`src/rtl/sdr_seq_pkg.sv`:
```
package sdr_seq_pkg;

    localparam int HOST_W = 32;
    localparam int RA_W   = 2;

    localparam logic [RA_W-1:0] RA_CTRL = 2'd0;
    localparam logic [RA_W-1:0] RA_CFG  = 2'd1;
    localparam logic [RA_W-1:0] RA_RFSH = 2'd2;

    // control register bit positions
    localparam int B_TRG_REF = 0;
    localparam int B_TRG_PRE = 1;
    localparam int B_TRG_MRS = 2;
    localparam int B_EN      = 3;
    localparam int B_DENS    = 4;
    localparam int B_SRST    = 7;
    localparam int B_SELF    = 8;
    localparam int B_PDN     = 9;
    localparam int B_W32     = 10;
    localparam int B_COL9    = 11;
    localparam int B_RFSH_EN = 15;

    localparam int A_PRE_ALL = 10;
    localparam int MODE_W    = 7;

    localparam logic [7:0] RFSH_PERIOD_RST = 8'h40;

    localparam logic [2:0] GAP_REF = 3'd7;
    localparam logic [2:0] GAP_PRE = 3'd2;
    localparam logic [2:0] GAP_MRS = 3'd2;

    typedef enum logic [2:0] {
        K_NONE, K_REF, K_PRE, K_MRS, K_TREF, K_SRE
    } cmd_kind_e;

    typedef struct packed {
        logic cs_n;
        logic ras_n;
        logic cas_n;
        logic we_n;
    } pins_t;

    localparam pins_t PINS_NOP = 4'b1111;
    localparam pins_t PINS_REF = 4'b0001;
    localparam pins_t PINS_PRE = 4'b0010;
    localparam pins_t PINS_MRS = 4'b0000;

    typedef struct packed {
        logic       col9;
        logic       bus32;
        logic       pwrdn;
        logic       selfref;
        logic [1:0] density;
        logic       en;
    } ctrl_t;

    function automatic pins_t pins_of(cmd_kind_e k);
        case (k)
            K_REF, K_TREF, K_SRE: return PINS_REF;
            K_PRE:                return PINS_PRE;
            K_MRS:                return PINS_MRS;
            default:              return PINS_NOP;
        endcase
    endfunction

    function automatic logic [2:0] gap_of(cmd_kind_e k);
        case (k)
            K_REF, K_TREF: return GAP_REF;
            K_PRE:         return GAP_PRE;
            K_MRS:         return GAP_MRS;
            default:       return 3'd0;
        endcase
    endfunction

    // compact config code -> standard mode-register word
    function automatic logic [MODE_W-1:0] mode_word(logic [1:0] bl_sel, logic cl_two);
        logic [2:0] bl;
        logic [2:0] cl;
        case (bl_sel)
            2'b00:   bl = 3'b111;
            2'b01:   bl = 3'b011;
            2'b10:   bl = 3'b010;
            default: bl = 3'b001;
        endcase
        cl = cl_two ? 3'b010 : 3'b011;
        return {cl, 1'b0, bl};
    endfunction

endpackage

```
`src/rtl/sdr_host_regs.sv`:
```
module sdr_host_regs
    import sdr_seq_pkg::*;
#(
    parameter int PERIOD_W = 8
) (
    input  logic                clk,
    input  logic                rst,
    input  logic                wr_en,
    input  logic [RA_W-1:0]     wr_addr,
    input  logic [HOST_W-1:0]   wr_data,
    input  logic [RA_W-1:0]     rd_addr,
    output logic [HOST_W-1:0]   rd_data,
    input  logic                gnt_ref,
    input  logic                gnt_pre,
    input  logic                gnt_mrs,
    output logic                soft_clr,
    output logic                pend_ref,
    output logic                pend_pre,
    output logic                pend_mrs,
    output ctrl_t               ctrl,
    output logic [1:0]          burst_sel,
    output logic                cas_two,
    output logic [PERIOD_W-1:0] period,
    output logic                ref_en,
    output logic                rfsh_wr_q
);

    ctrl_t               ctrl_q;
    logic [2:0]          tog_q;
    logic [2:0]          pend_q;
    logic [2:0]          cfg_q;
    logic [PERIOD_W-1:0] per_q;
    logic                ren_q;

    logic       wr_ctrl, wr_cfg, wr_rfsh;
    logic [2:0] gnt_v, trg_v;
    logic       unused_wr_bits;

    assign wr_ctrl  = wr_en && (wr_addr == RA_CTRL);
    assign wr_cfg   = wr_en && (wr_addr == RA_CFG);
    assign wr_rfsh  = wr_en && (wr_addr == RA_RFSH);
    assign soft_clr = wr_ctrl && wr_data[B_SRST];
    assign gnt_v    = {gnt_mrs, gnt_pre, gnt_ref};
    assign trg_v    = wr_ctrl ? {wr_data[B_TRG_MRS], wr_data[B_TRG_PRE], wr_data[B_TRG_REF]} : 3'b000;
    assign unused_wr_bits = ^wr_data;

    always_ff @(posedge clk) begin
        if (rst || soft_clr) begin
            ctrl_q    <= '0;
            tog_q     <= '0;
            pend_q    <= '0;
            cfg_q     <= '0;
            per_q     <= PERIOD_W'(RFSH_PERIOD_RST);
            ren_q     <= 1'b1;
            rfsh_wr_q <= 1'b0;
        end else begin
            tog_q     <= tog_q ^ gnt_v;
            pend_q    <= (pend_q & ~gnt_v) | trg_v;
            rfsh_wr_q <= wr_rfsh;
            if (wr_ctrl) begin
                ctrl_q.col9    <= wr_data[B_COL9];
                ctrl_q.bus32   <= wr_data[B_W32];
                ctrl_q.pwrdn   <= wr_data[B_PDN];
                ctrl_q.selfref <= wr_data[B_SELF];
                ctrl_q.density <= wr_data[B_DENS +: 2];
                ctrl_q.en      <= wr_data[B_EN];
            end
            if (wr_cfg)
                cfg_q <= wr_data[2:0];
            if (wr_rfsh) begin
                per_q <= wr_data[PERIOD_W-1:0];
                ren_q <= wr_data[B_RFSH_EN];
            end
        end
    end

    always_comb begin
        rd_data = '0;
        case (rd_addr)
            RA_CTRL: begin
                rd_data[B_TRG_REF]   = tog_q[0];
                rd_data[B_TRG_PRE]   = tog_q[1];
                rd_data[B_TRG_MRS]   = tog_q[2];
                rd_data[B_EN]        = ctrl_q.en;
                rd_data[B_DENS +: 2] = ctrl_q.density;
                rd_data[B_SELF]      = ctrl_q.selfref;
                rd_data[B_PDN]       = ctrl_q.pwrdn;
                rd_data[B_W32]       = ctrl_q.bus32;
                rd_data[B_COL9]      = ctrl_q.col9;
            end
            RA_CFG:  rd_data[2:0] = cfg_q;
            RA_RFSH: begin
                rd_data[PERIOD_W-1:0] = per_q;
                rd_data[B_RFSH_EN]    = ren_q;
            end
            default: rd_data = '0;
        endcase
    end

    assign pend_ref  = pend_q[0];
    assign pend_pre  = pend_q[1];
    assign pend_mrs  = pend_q[2];
    assign ctrl      = ctrl_q;
    assign burst_sel = cfg_q[1:0];
    assign cas_two   = cfg_q[2];
    assign period    = per_q;
    assign ref_en    = ren_q;

    // a granted software refresh leaves no request behind unless re-triggered
    a_r2_pend_drop: assert property (@(posedge clk) disable iff (rst || soft_clr)
        (gnt_ref && !(wr_ctrl && wr_data[B_TRG_REF])) |=> !pend_ref);

endmodule

```
`src/rtl/sdr_refresh_timer.sv`:
```
module sdr_refresh_timer
    import sdr_seq_pkg::*;
#(
    parameter int PERIOD_W  = 8,
    parameter int UNIT_LOG2 = 4
) (
    input  logic                clk,
    input  logic                rst,
    input  logic                clr,
    input  logic [PERIOD_W-1:0] period,
    input  logic                enable,
    input  logic                hold,
    input  logic                reload,
    input  logic                gnt,
    output logic                req
);

    localparam int CNT_W = PERIOD_W + UNIT_LOG2;
    localparam logic [UNIT_LOG2-1:0] UNIT_ZERO = '0;
    localparam logic [CNT_W-1:0] RST_LOAD =
        (CNT_W'(RFSH_PERIOD_RST) << UNIT_LOG2) - CNT_W'(1);

    logic [CNT_W-1:0] cnt_q;
    logic [CNT_W-1:0] reload_val;
    logic             live;
    logic             req_q;

    assign reload_val = {period, UNIT_ZERO} - CNT_W'(1);
    assign live       = enable && (period != '0);

    always_ff @(posedge clk) begin
        if (rst || clr) begin
            cnt_q <= RST_LOAD;
            req_q <= 1'b0;
        end else begin
            if (gnt)
                req_q <= 1'b0;
            if (reload || !live) begin
                cnt_q <= reload_val;
            end else if (!hold) begin
                if (cnt_q == '0) begin
                    req_q <= 1'b1;
                    cnt_q <= reload_val;
                end else begin
                    cnt_q <= cnt_q - CNT_W'(1);
                end
            end
        end
    end

    assign req = req_q;

    // the timer does not advance while self-refresh holds it
    a_r9_timer_paused: assert property (@(posedge clk) disable iff (rst || clr)
        (hold && live && !reload) |=> (cnt_q == $past(cnt_q)));

endmodule

```
`src/rtl/sdr_cmd_arbiter.sv`:
```
module sdr_cmd_arbiter
    import sdr_seq_pkg::*;
#(
    parameter int ADDR_W = 13
) (
    input  logic              clk,
    input  logic              rst,
    input  logic              clr,
    input  logic              req_ref,
    input  logic              req_pre,
    input  logic              req_mrs,
    input  logic              req_tref,
    input  logic              sr_req,
    input  logic              pd_req,
    input  logic [MODE_W-1:0] mode,
    output logic              gnt_ref,
    output logic              gnt_pre,
    output logic              gnt_mrs,
    output logic              gnt_tref,
    output logic              sr_active,
    output pins_t             pins,
    output logic              cke,
    output logic [ADDR_W-1:0] addr
);

    cmd_kind_e         pick;
    pins_t             pins_q;
    logic [ADDR_W-1:0] addr_q;
    logic [ADDR_W-1:0] mode_addr, pre_addr;
    logic              cke_q, sr_on, sr_exit, idle, is_cmd;
    logic [2:0]        gap_q;
    logic [2:0]        since_q, need_q;   // checker state for the gap rule

    assign mode_addr = ADDR_W'(mode);
    assign pre_addr  = ADDR_W'(1) << A_PRE_ALL;
    assign sr_exit   = sr_on && !sr_req;
    assign idle      = !(req_ref || req_pre || req_mrs || req_tref) && (gap_q == '0) && !sr_req;

    always_comb begin
        pick = K_NONE;
        if (!sr_on && gap_q == '0) begin
            if (req_ref)       pick = K_REF;
            else if (req_pre)  pick = K_PRE;
            else if (req_mrs)  pick = K_MRS;
            else if (req_tref) pick = K_TREF;
            else if (sr_req)   pick = K_SRE;
        end
    end

    assign is_cmd   = (pick == K_REF) || (pick == K_PRE) || (pick == K_MRS) || (pick == K_TREF);
    assign gnt_ref  = (pick == K_REF);
    assign gnt_pre  = (pick == K_PRE);
    assign gnt_mrs  = (pick == K_MRS);
    assign gnt_tref = (pick == K_TREF);

    always_ff @(posedge clk) begin
        if (rst || clr) begin
            pins_q  <= PINS_NOP;
            addr_q  <= '0;
            cke_q   <= 1'b1;
            sr_on   <= 1'b0;
            gap_q   <= '0;
            since_q <= 3'd7;
            need_q  <= '0;
        end else begin
            pins_q <= pins_of(pick);
            case (pick)
                K_MRS:   addr_q <= mode_addr;
                K_PRE:   addr_q <= pre_addr;
                default: addr_q <= '0;
            endcase

            if (sr_exit) begin
                sr_on <= 1'b0;
                cke_q <= 1'b1;
                gap_q <= GAP_REF - 3'd1;
            end else if (pick == K_SRE) begin
                sr_on <= 1'b1;
                cke_q <= 1'b0;
            end else if (sr_on) begin
                cke_q <= 1'b0;
            end else begin
                cke_q <= !(pd_req && idle);
                if (is_cmd)
                    gap_q <= gap_of(pick) - 3'd1;
                else if (gap_q != '0)
                    gap_q <= gap_q - 3'd1;
            end

            if (sr_exit) begin
                since_q <= 3'd1;
                need_q  <= GAP_REF;
            end else if (pick != K_NONE) begin
                since_q <= 3'd1;
                need_q  <= gap_of(pick);
            end else if (since_q != 3'd7) begin
                since_q <= since_q + 3'd1;
            end
        end
    end

    assign pins      = pins_q;
    assign cke       = cke_q;
    assign addr      = addr_q;
    assign sr_active = sr_on;

    // chip select never stays low into the next cycle
    a_r5_cs_single: assert property (@(posedge clk) disable iff (rst || clr)
        !pins_q.cs_n |=> pins_q.cs_n);

    // spacing since the previous command or self-refresh exit
    a_r6_min_gap: assert property (@(posedge clk) disable iff (rst || clr)
        is_cmd |-> (since_q >= need_q));

    // timer refresh only wins when no software request waits
    a_r7_timer_last: assert property (@(posedge clk) disable iff (rst || clr)
        gnt_tref |-> !(req_ref || req_pre || req_mrs));

    // a load-mode word never spills above A6
    a_r3_mode_upper_zero: assert property (@(posedge clk) disable iff (rst || clr)
        (pins_q == PINS_MRS) |-> (addr_q[ADDR_W-1:MODE_W] == '0));

endmodule

```
`src/rtl/sdr_cmd_seq.sv`:
```
module sdr_cmd_seq
    import sdr_seq_pkg::*;
#(
    parameter int ADDR_W    = 13,
    parameter int BA_W      = 2,
    parameter int PERIOD_W  = 8,
    parameter int UNIT_LOG2 = 4
) (
    input  logic              clk,
    input  logic              rst,
    input  logic              host_wr,
    input  logic [1:0]        host_waddr,
    input  logic [31:0]       host_wdata,
    input  logic [1:0]        host_raddr,
    output logic [31:0]       host_rdata,
    output logic              sd_cke,
    output logic              sd_cs_n,
    output logic              sd_ras_n,
    output logic              sd_cas_n,
    output logic              sd_we_n,
    output logic [ADDR_W-1:0] sd_addr,
    output logic [BA_W-1:0]   sd_ba
);

    logic                soft_clr;
    logic                pend_ref, pend_pre, pend_mrs, tref_req;
    logic                gnt_ref, gnt_pre, gnt_mrs, gnt_tref;
    logic                sr_active, rfsh_wr_q, ref_en, cas_two;
    logic [1:0]          burst_sel;
    logic [PERIOD_W-1:0] period;
    ctrl_t               ctrl;
    pins_t               pins;

    sdr_host_regs #(.PERIOD_W(PERIOD_W)) u_regs (
        .clk       (clk),
        .rst       (rst),
        .wr_en     (host_wr),
        .wr_addr   (host_waddr),
        .wr_data   (host_wdata),
        .rd_addr   (host_raddr),
        .rd_data   (host_rdata),
        .gnt_ref   (gnt_ref),
        .gnt_pre   (gnt_pre),
        .gnt_mrs   (gnt_mrs),
        .soft_clr  (soft_clr),
        .pend_ref  (pend_ref),
        .pend_pre  (pend_pre),
        .pend_mrs  (pend_mrs),
        .ctrl      (ctrl),
        .burst_sel (burst_sel),
        .cas_two   (cas_two),
        .period    (period),
        .ref_en    (ref_en),
        .rfsh_wr_q (rfsh_wr_q)
    );

    sdr_refresh_timer #(.PERIOD_W(PERIOD_W), .UNIT_LOG2(UNIT_LOG2)) u_timer (
        .clk    (clk),
        .rst    (rst),
        .clr    (soft_clr),
        .period (period),
        .enable (ref_en),
        .hold   (ctrl.selfref || sr_active),
        .reload (rfsh_wr_q),
        .gnt    (gnt_tref),
        .req    (tref_req)
    );

    sdr_cmd_arbiter #(.ADDR_W(ADDR_W)) u_arb (
        .clk       (clk),
        .rst       (rst),
        .clr       (soft_clr),
        .req_ref   (pend_ref),
        .req_pre   (pend_pre),
        .req_mrs   (pend_mrs),
        .req_tref  (tref_req),
        .sr_req    (ctrl.selfref),
        .pd_req    (ctrl.pwrdn),
        .mode      (mode_word(burst_sel, cas_two)),
        .gnt_ref   (gnt_ref),
        .gnt_pre   (gnt_pre),
        .gnt_mrs   (gnt_mrs),
        .gnt_tref  (gnt_tref),
        .sr_active (sr_active),
        .pins      (pins),
        .cke       (sd_cke),
        .addr      (sd_addr)
    );

    assign sd_cs_n  = pins.cs_n;
    assign sd_ras_n = pins.ras_n;
    assign sd_cas_n = pins.cas_n;
    assign sd_we_n  = pins.we_n;
    assign sd_ba    = '0;

endmodule

```
`config.mk`:
```
export PLATFORM = sky130hd
export DESIGN_NAME = sdr_cmd_seq
export DESIGN_NICKNAME = d
export VERILOG_FILES = /design/src/rtl/sdr_seq_pkg.sv /design/src/rtl/sdr_host_regs.sv /design/src/rtl/sdr_refresh_timer.sv /design/src/rtl/sdr_cmd_arbiter.sv /design/src/rtl/sdr_cmd_seq.sv
export SDC_FILE = /design/constraint.sdc
export NUM_CORES = 1
export LEC_CHECK = 0
export ABC_AREA = 1
export ABC_CLOCK_PERIOD_IN_PS = 1900
export BUFFER_PORTS_ARGS = -buffer_cell sky130_fd_sc_hd__buf_2
export CAP_MARGIN = 10
export CORE_ASPECT_RATIO = 0.75
export CORE_MARGIN = 5
export CORE_UTILIZATION = 51
export CTS_CLUSTER_SIZE = 24
export DETAILED_ROUTE_END_ITERATION = 10
export GPL_ROUTABILITY_DRIVEN = 0
export PLACE_DENSITY_LB_ADDON = 0.12
export SYNTH_ARGS = -nofsm -noshare
export SYNTH_HDL_FRONTEND = slang
export SYNTH_SLANG_ARGS = --single-unit
```
`constraint.sdc`:
```
create_clock -name clk -period 1.9 [get_ports clk]
set_clock_uncertainty 0.15 [all_clocks]
set_input_delay 0.38 -clock clk [delete_from_list [all_inputs] [get_ports clk]]
set_output_delay 0.38 -clock clk [all_outputs]
set_load 0.01 [all_outputs]
```
==> results of run 1 <==
timing repair:
action / CTS / global route
hold endpoints to repair: 0 / 0
resized for setup: 3 / 23
setup buffers: 0 / 5
pin swaps: 2 / 7
endpoints found under the setup margin: 1 / 10
cloned: 0 / 0
routing by layer:
layer / up-vias / part of all wire (%) / wire, µm
met5: - / 0 / 0
met4: 0 / 0.64 / 44
met3: 4 / 6.2 / 422
met2: 84 / 44 / 3010
met1: 1213 / 49 / 3370
li1: 1404 / - / -
per-stage QoR:
stage	cell area (µm²)	setup TNS, ns
finish	3430	0
global route	3430	-0.0890
CTS	3340	0
detailed placement	3250	-0.0298
global placement	3250	0
floorplan	3050	0
worst register-to-register path, cell delays in order, from the launching register on:
cell,delay [ns]
dfxtp_2,0.34
inv_2,0.07
nand4_1,0.18
nor2_4,0.16
buf_4,0.11
nand3_2,0.08
nand2_2,0.09
o21ai_2,0.06
ha_2,0.31
nor2_1,0.04
o21ai_1,0.11
inv_1,0.04
worst max path at each step:
stage          slack, ns  cells past startpoint                     endpoint
3_5_place_dp       -0.03                     12  u_arb.gap_q[2]$_SDFFE_PP0P_
5_1_grt            -0.07                     13  u_arb.gap_q[2]$_SDFFE_PP0P_
2_1_floorplan       0.18                     12  u_arb.gap_q[1]$_SDFFE_PP0P_
6_report            0.06                     11  u_arb.gap_q[1]$_SDFFE_PP0P_
3_3_place_gp        0.06                     12  u_arb.gap_q[2]$_SDFFE_PP0P_
4_1_cts            0.003                     12  u_arb.gap_q[2]$_SDFFE_PP0P_
state kept, by name (all words and copies together) (netlist names):
register	count
u_arb.addr	6
u_arb.cke	1
u_arb.gap_q	3
u_arb.pins	3
u_arb.sr_active	1
u_regs.cfg_q	3
u_regs.ctrl	7
u_regs.pend_q	3
u_regs.period	8
u_regs.ref_en	1
u_regs.rfsh_wr_q	1
u_regs.tog_q	3
u_timer.cnt_q	12
u_timer.req	1
synth_stat cells, types with 3 or more instances:
| cell | n | area share (%) |
|---|---|---|
| o221ai_1 | 3 | 0.89 |
| dfxtp_1 | 53 | 36 |
| nor2_2 | 4 | 0.85 |
| xor2_1 | 9 | 2.7 |
| ha_1 | 5 | 2.1 |
| nand3_2 | 3 | 1.0 |
| o211ai_1 | 4 | 1.0 |
| buf_2 | 3 | 0.51 |
| buf_4 | 29 | 7.4 |
| nand3_1 | 31 | 5.3 |
| inv_2 | 11 | 1.4 |
| nand4_1 | 6 | 1.3 |
| nand2_2 | 5 | 1.1 |
| o21ai_0 | 17 | 2.9 |
| inv_1 | 50 | 6.4 |
| nor2_1 | 37 | 4.7 |
| nor3_1 | 3 | 0.51 |
| o21ai_1 | 10 | 1.7 |
| nand2_1 | 72 | 9.2 |
| a21oi_1 | 35 | 5.9 |
| nor2_4 | 3 | 1.1 |
where the power goes:
group	total, W	internal, W	switching, W
logic	0.000757	0.000289	0.000467
registers	0.00123	0.00119	0.0000472
clock network	0.000612	0.000257	0.000356
logic make-up after synthesis:
group,after synthesis,share of synthesized area (%)
AOI/OAI and AO/OA,77,15.1
other,1,0.127
xor gates and xnor gates,9,2.67
DFF,53,36.0
and+or+nand+nor,169,26.9
buffers and inverters,99,17.1
adders and majority gates,5,2.12
final cells by class:
cell class	count	area, µm²	area share [%]
Clock buffer	6	72.6	2.11
Timing Repair Buffer	68	403	11.7
Sequential cell	53	1070	31.2
Multi-Input combinational cell	288	1530	44.7
Clock inverter	2	10.0	0.292
Inverter	63	244	7.11
Tap cell	78	97.6	2.84
==> impl_metrics.json, run 1 <==
{
  "outcome": "finished clean",
  "worstPathCellList": "inv_2 -> nand4_1 -> nor2_4 -> buf_4 -> nand3_2 -> nand2_2 -> o21ai_2 -> ha_2 -> nor2_1 -> o21ai_1 -> inv_1",
  "diodes": 0,
  "cp_slowest_cell": "dfxtp_2",
  "initial_core_util_pct": 51.7,
  "post-place-ws_ns": -0.0298,
  "core_area_um2": 5710,
  "dieHeight_um": 75.9,
  "cp_data_arrival_time_ns": 1.89,
  "hold_start": "rst",
  "dpl.hpwl_um": 5390,
  "busiest_layer": "met2",
  "placementRows": 24,
  "grt_start_max_net_pins": 24,
  "layout_commonest_cell": "nand2_1",
  "cp.required_ns": 1.95,
  "fin_crit_ns": 1.84,
  "rsz0062_at_grt": "true",
  "p_per_area_nw_per_um2": 758,
  "met1_usage_pct": 24.5,
  "startpoint_type": "flip-flop",
  "leakage_nw": 1.63,
  "worst_slack_ns": 0.0603,
  "hold_ws_ns": 0.119,
  "report.final.slew_viol_count": 0,
  "synth_edf_count": 0,
  "cts_tree": "built",
  "ys_async_sr_fraction_pct": 0,
  "clockRootBuffer": "clkbuf_8",
  "grt_pass1_wl_um": 11100,
  "cts_hold_buf": 0,
  "syn_avg_cell_area_um2": 7.14,
  "finish.net_count": 523,
  "cpLargestDelayFamily": "simple AND/OR/NAND/NOR gates",
  "stdcell_count": 558,
  "placed_cells": 545,
  "worst-r2r-setup-slack_ns": 0.06,
  "vdd_ir_drop_max_v": 0.000361,
  "io_pins": 91,
  "routed_wirelength_um": 6850,
  "netlist_instances": 413,
  "post-route-period-util_pct": 96.8,
  "grt_use_met3_pct": 4.30,
  "grt_usage_pct": 18.4,
  "path_buf_inv": 3,
  "grt_pass1_vias": 2408,
  "hold_path_end": "u_regs.rfsh_wr_q$_SDFF_PP0_",
  "critPathLaunch": "u_arb.gap_q[0]$_SDFFE_PP0P_",
  "drtIter0Drc": 101,
  "utilization_pct": 60.2,
  "drive_above_1_share_pct": 27.5,
  "clock_sinks": 53,
  "clk_latency_ns": 0.30,
  "ant_nets": 0,
  "antenna_found_initial": 0,
  "end_kind": "flip-flop",
  "max_cap_violations": 0,
  "h-tree-depth": 2,
  "overflow": 0,
  "r2r_cells": 11,
  "final_cell_mix": "68 x nand2_1, 47 x inv_1, 44 x dfxtp_1, 43 x buf_2, 36 x nor2_1",
  "syn_to_final_growth_pct": 16.3,
  "hold_class": "in -> reg",
  "clk_path_buf_depth": 2,
  "ys_ff_latch": 53,
  "avgViaCountPerCell": 4.85,
  "yosys_warnings": 0,
  "drc": 0,
  "r2r-start": "u_arb.gap_q[0]$_SDFFE_PP0P_",
  "die-area_um2": 7420,
  "finalSetupViolations": 0,
  "critPathKind": "reg -> reg",
  "max_stage_delay_ns": 0.34,
  "r2r_end": "u_arb.gap_q[1]$_SDFFE_PP0P_",
  "fmax_mhz": 544,
  "ys_seq_area_share_pct": 36.0,
  "cts_inserted_buffers": 5,
  "total_power_w": 0.00260,
  "io_buffers": 43,
  "hold_depth": 2,
  "synthFlopType": "dfxtp_1",
  "use_met2_pct": 30.8,
  "ys_types": 36,
  "wl_per_cell_um": 12.3,
  "nFillCells": 580,
  "drt_pass1_iterations": 7,
  "hold_viol": 0,
  "via_count": 2705,
  "syn-cell-area_um2": 2950,
  "die_x_um": 97.8,
  "critPathMaxFanout": 3,
  "clk_pin_slew_ns": 0.09
}
Note: power is estimated with default switching activity, not from simulation.
==> inputs of run 2 (changes only) <==
==> constraint.sdc (replaced) <==
create_clock -name clk -period 1.9 [get_ports clk]
set_clock_uncertainty 0.15 [all_clocks]
set_input_delay 0.19 -clock clk [delete_from_list [all_inputs] [get_ports clk]]
set_output_delay 0.19 -clock clk [all_outputs]
set_load 0.01 [all_outputs]
==> run 2 against run 1 <==
- final area rose by 2.8%
- non-clock buffer count rose by 9
- sequential cell count did not move
- worst setup slack got worse by 0.013 ns
- worst hold slack got worse by 0.12 ns
- total power rose by 2.9%
==> impl_metrics.json, run 2 (synthesis results as in run 1) <==
{
  "worst-r2r-setup-slack_ns": 0.05,
  "max_stage_delay_ns": 0.35,
  "r2r_cells": 12,
  "placementRows": 24,
  "top_layer": "met4",
  "diodes": 0,
  "crit_top_cell": "nand2_2",
  "cp_data_arrival_time_ns": 1.91,
  "hold_path_end": "u_regs.pend_q[2]$_SDFF_PP0_",
  "overflow": 0,
  "worstPathCellList": "inv_2 -> nand3_2 -> nor2_4 -> nand2_4 -> nand2_2 -> nand2_2 -> nand2_2 -> o21ai_2 -> ha_4 -> nor2_1 -> o21ai_1 -> inv_1",
  "rsz0062_at_grt": "true",
  "hold_class": "in -> reg",
  "die_x_um": 97.8,
  "path_buf_inv": 2,
  "io_buffers": 43,
  "drtIter0Drc": 120,
  "cts_tree": "built",
  "antenna_found_initial": 0,
  "layout_commonest_cell": "nand2_1",
  "wl_per_cell_um": 12.2,
  "hold_start": "host_wdata[2]",
  "startpoint_type": "flip-flop",
  "avgViaCountPerCell": 4.73,
  "end_kind": "flip-flop",
  "stdcell_count": 567,
  "clk_latency_ns": 0.30,
  "drc": 0,
  "route.met3.wl_um": 458,
  "core_area_um2": 5710,
  "drt_pass1_iterations": 4,
  "critPathKind": "reg -> reg",
  "syn_to_final_growth_pct": 19.6,
  "dpl.hpwl_um": 5230,
  "h-tree-depth": 2,
  "report.final.slew_viol_count": 0,
  "grt_start_max_net_pins": 24,
  "finish.net_count": 532,
  "hold_ws_ns": 0.00337,
  "leakage_nw": 1.67,
  "grt_pass1_vias": 2395,
  "r2r-start": "u_arb.gap_q[0]$_SDFFE_PP0P_",
  "clockRootBuffer": "clkbuf_8",
  "critPathMaxFanout": 6,
  "fmax_mhz": 540,
  "top_register": "u_timer.cnt_q",
  "post-route-period-util_pct": 97.5,
  "vdd_ir_drop_max_v": 0.000381,
  "grt_usage_pct": 18.4,
  "clk_pin_slew_ns": 0.10,
  "hold_depth": 3,
  "die-area_um2": 7420,
  "hold_viol": 0,
  "cp.required_ns": 1.95,
  "r2r_end": "u_arb.gap_q[1]$_SDFFE_PP0P_",
  "ant_nets": 0,
  "largest_register_ffs": 12,
  "clock_sinks": 53,
  "fin_crit_ns": 1.85,
  "final_cell_mix": "68 x nand2_1, 48 x inv_1, 46 x dfxtp_1, 43 x buf_2, 36 x nor2_1",
  "cts_inserted_buffers": 5,
  "initial_core_util_pct": 51.7,
  "placed_cells": 540,
  "via_count": 2680,
  "placed_cell_area_um2": 3210,
  "cp_slowest_cell": "dfxtp_2",
  "nFillCells": 539,
  "clk_path_buf_depth": 2,
  "drive_above_1_share_pct": 26.0,
  "outcome": "finished clean",
  "grt_pass1_wl_um": 11100,
  "finalSetupViolations": 0,
  "dieHeight_um": 75.9,
  "cpLargestDelayFamily": "simple AND/OR/NAND/NOR gates",
  "routed_wirelength_um": 6900,
  "drt-met1-wl_um": 3460,
  "fin_area_um2": 3530,
  "io_pins": 91,
  "max_cap_violations": 0,
  "p_per_area_nw_per_um2": 759,
  "met2_length_um": 2920
}
[run 2: how the worst max path moves through the flow]
stage	startpoint	to	depth (start not counted)
after floorplan	u_arb.gap_q[0]$_SDFFE_PP0P_	u_arb.gap_q[1]$_SDFFE_PP0P_	12
after global placement	u_regs.pend_q[2]$_SDFF_PP0_	u_arb.gap_q[1]$_SDFFE_PP0P_	11
after detailed placement	u_regs.pend_q[2]$_SDFF_PP0_	u_arb.gap_q[2]$_SDFFE_PP0P_	12
after CTS	u_timer.cnt_q[0]$_SDFFE_PP1P_	u_timer.cnt_q[5]$_SDFFE_PP1P_	10
after global routing	u_timer.req$_SDFF_PP0_	u_arb.gap_q[1]$_SDFFE_PP0P_	14
final	u_arb.gap_q[0]$_SDFFE_PP0P_	u_arb.gap_q[1]$_SDFFE_PP0P_	12
[run 2: routing by layer]
metal / GRT usage (%) / vias to the layer above
met5: 0 / -
met4: 4.76 / 0
met3: 4.21 / 6
met2: 28.8 / 80
met1: 25.8 / 1179
li1: - / 1415
[run 2: power by group]
part | internal, W | total, W | switching, W | leakage (nW)
Clock | 0.000255 | 0.000632 | 0.000377 | 0.0439
Combinational | 0.000340 | 0.000813 | 0.000473 | 1.19
Sequential | 0.00118 | 0.00123 | 0.0000466 | 0.434
Total | 0.00178 | 0.00268 | 0.000896 | 1.67
[run 2: metrics by stage]
| stage | total power (W) | TNS, ns | util, % | setup slack [ns] |
|---|---|---|---|---|
| after floorplan | 0.00178 | 0 | - | 0.179 |
| after global placement | 0.00189 | 0 | 56.3 | 0.0634 |
| after detailed placement | 0.00190 | 0 | 56.3 | 0.00756 |
| after CTS | 0.00254 | 0 | 59.6 | 0.0139 |
| after global routing | 0.00283 | -0.142 | 61.8 | -0.0720 |
| final | 0.00268 | 0 | 61.8 | 0.0469 |
[run 2: layout make-up]
class	instances	area [µm²]	area share (%)
multi-input combinational	288	1530	43.5
inverter	63	244	6.92
tap	78	97.6	2.77
timing repair buffer	77	495	14.0
clock buffer	5	68.8	1.95
clock inverter	3	17.5	0.497
sequential	53	1070	30.3
[run 2: worst register-to-register path, delay by kind of cell (launching register included)]
family                     cells  cell delay (ns)
adders and majority gates      1             0.26
DFF                            1             0.35
buffers and inverters          2             0.11
AOI/OAI and AO/OA              2             0.21
and+or+nand+nor                7             0.67
[run 2: repair_timing]
| action | in CTS | in global routing |
|---|---|---|
| setup buffers | 0 | 9 |
| pin swaps | 0 | 9 |
| hold buffers | 10 | 0 |
| hold endpoints to repair | 11 | 0 |
| resized for setup | 1 | 21 |
| endpoints found under the setup margin | 1 | 9 |
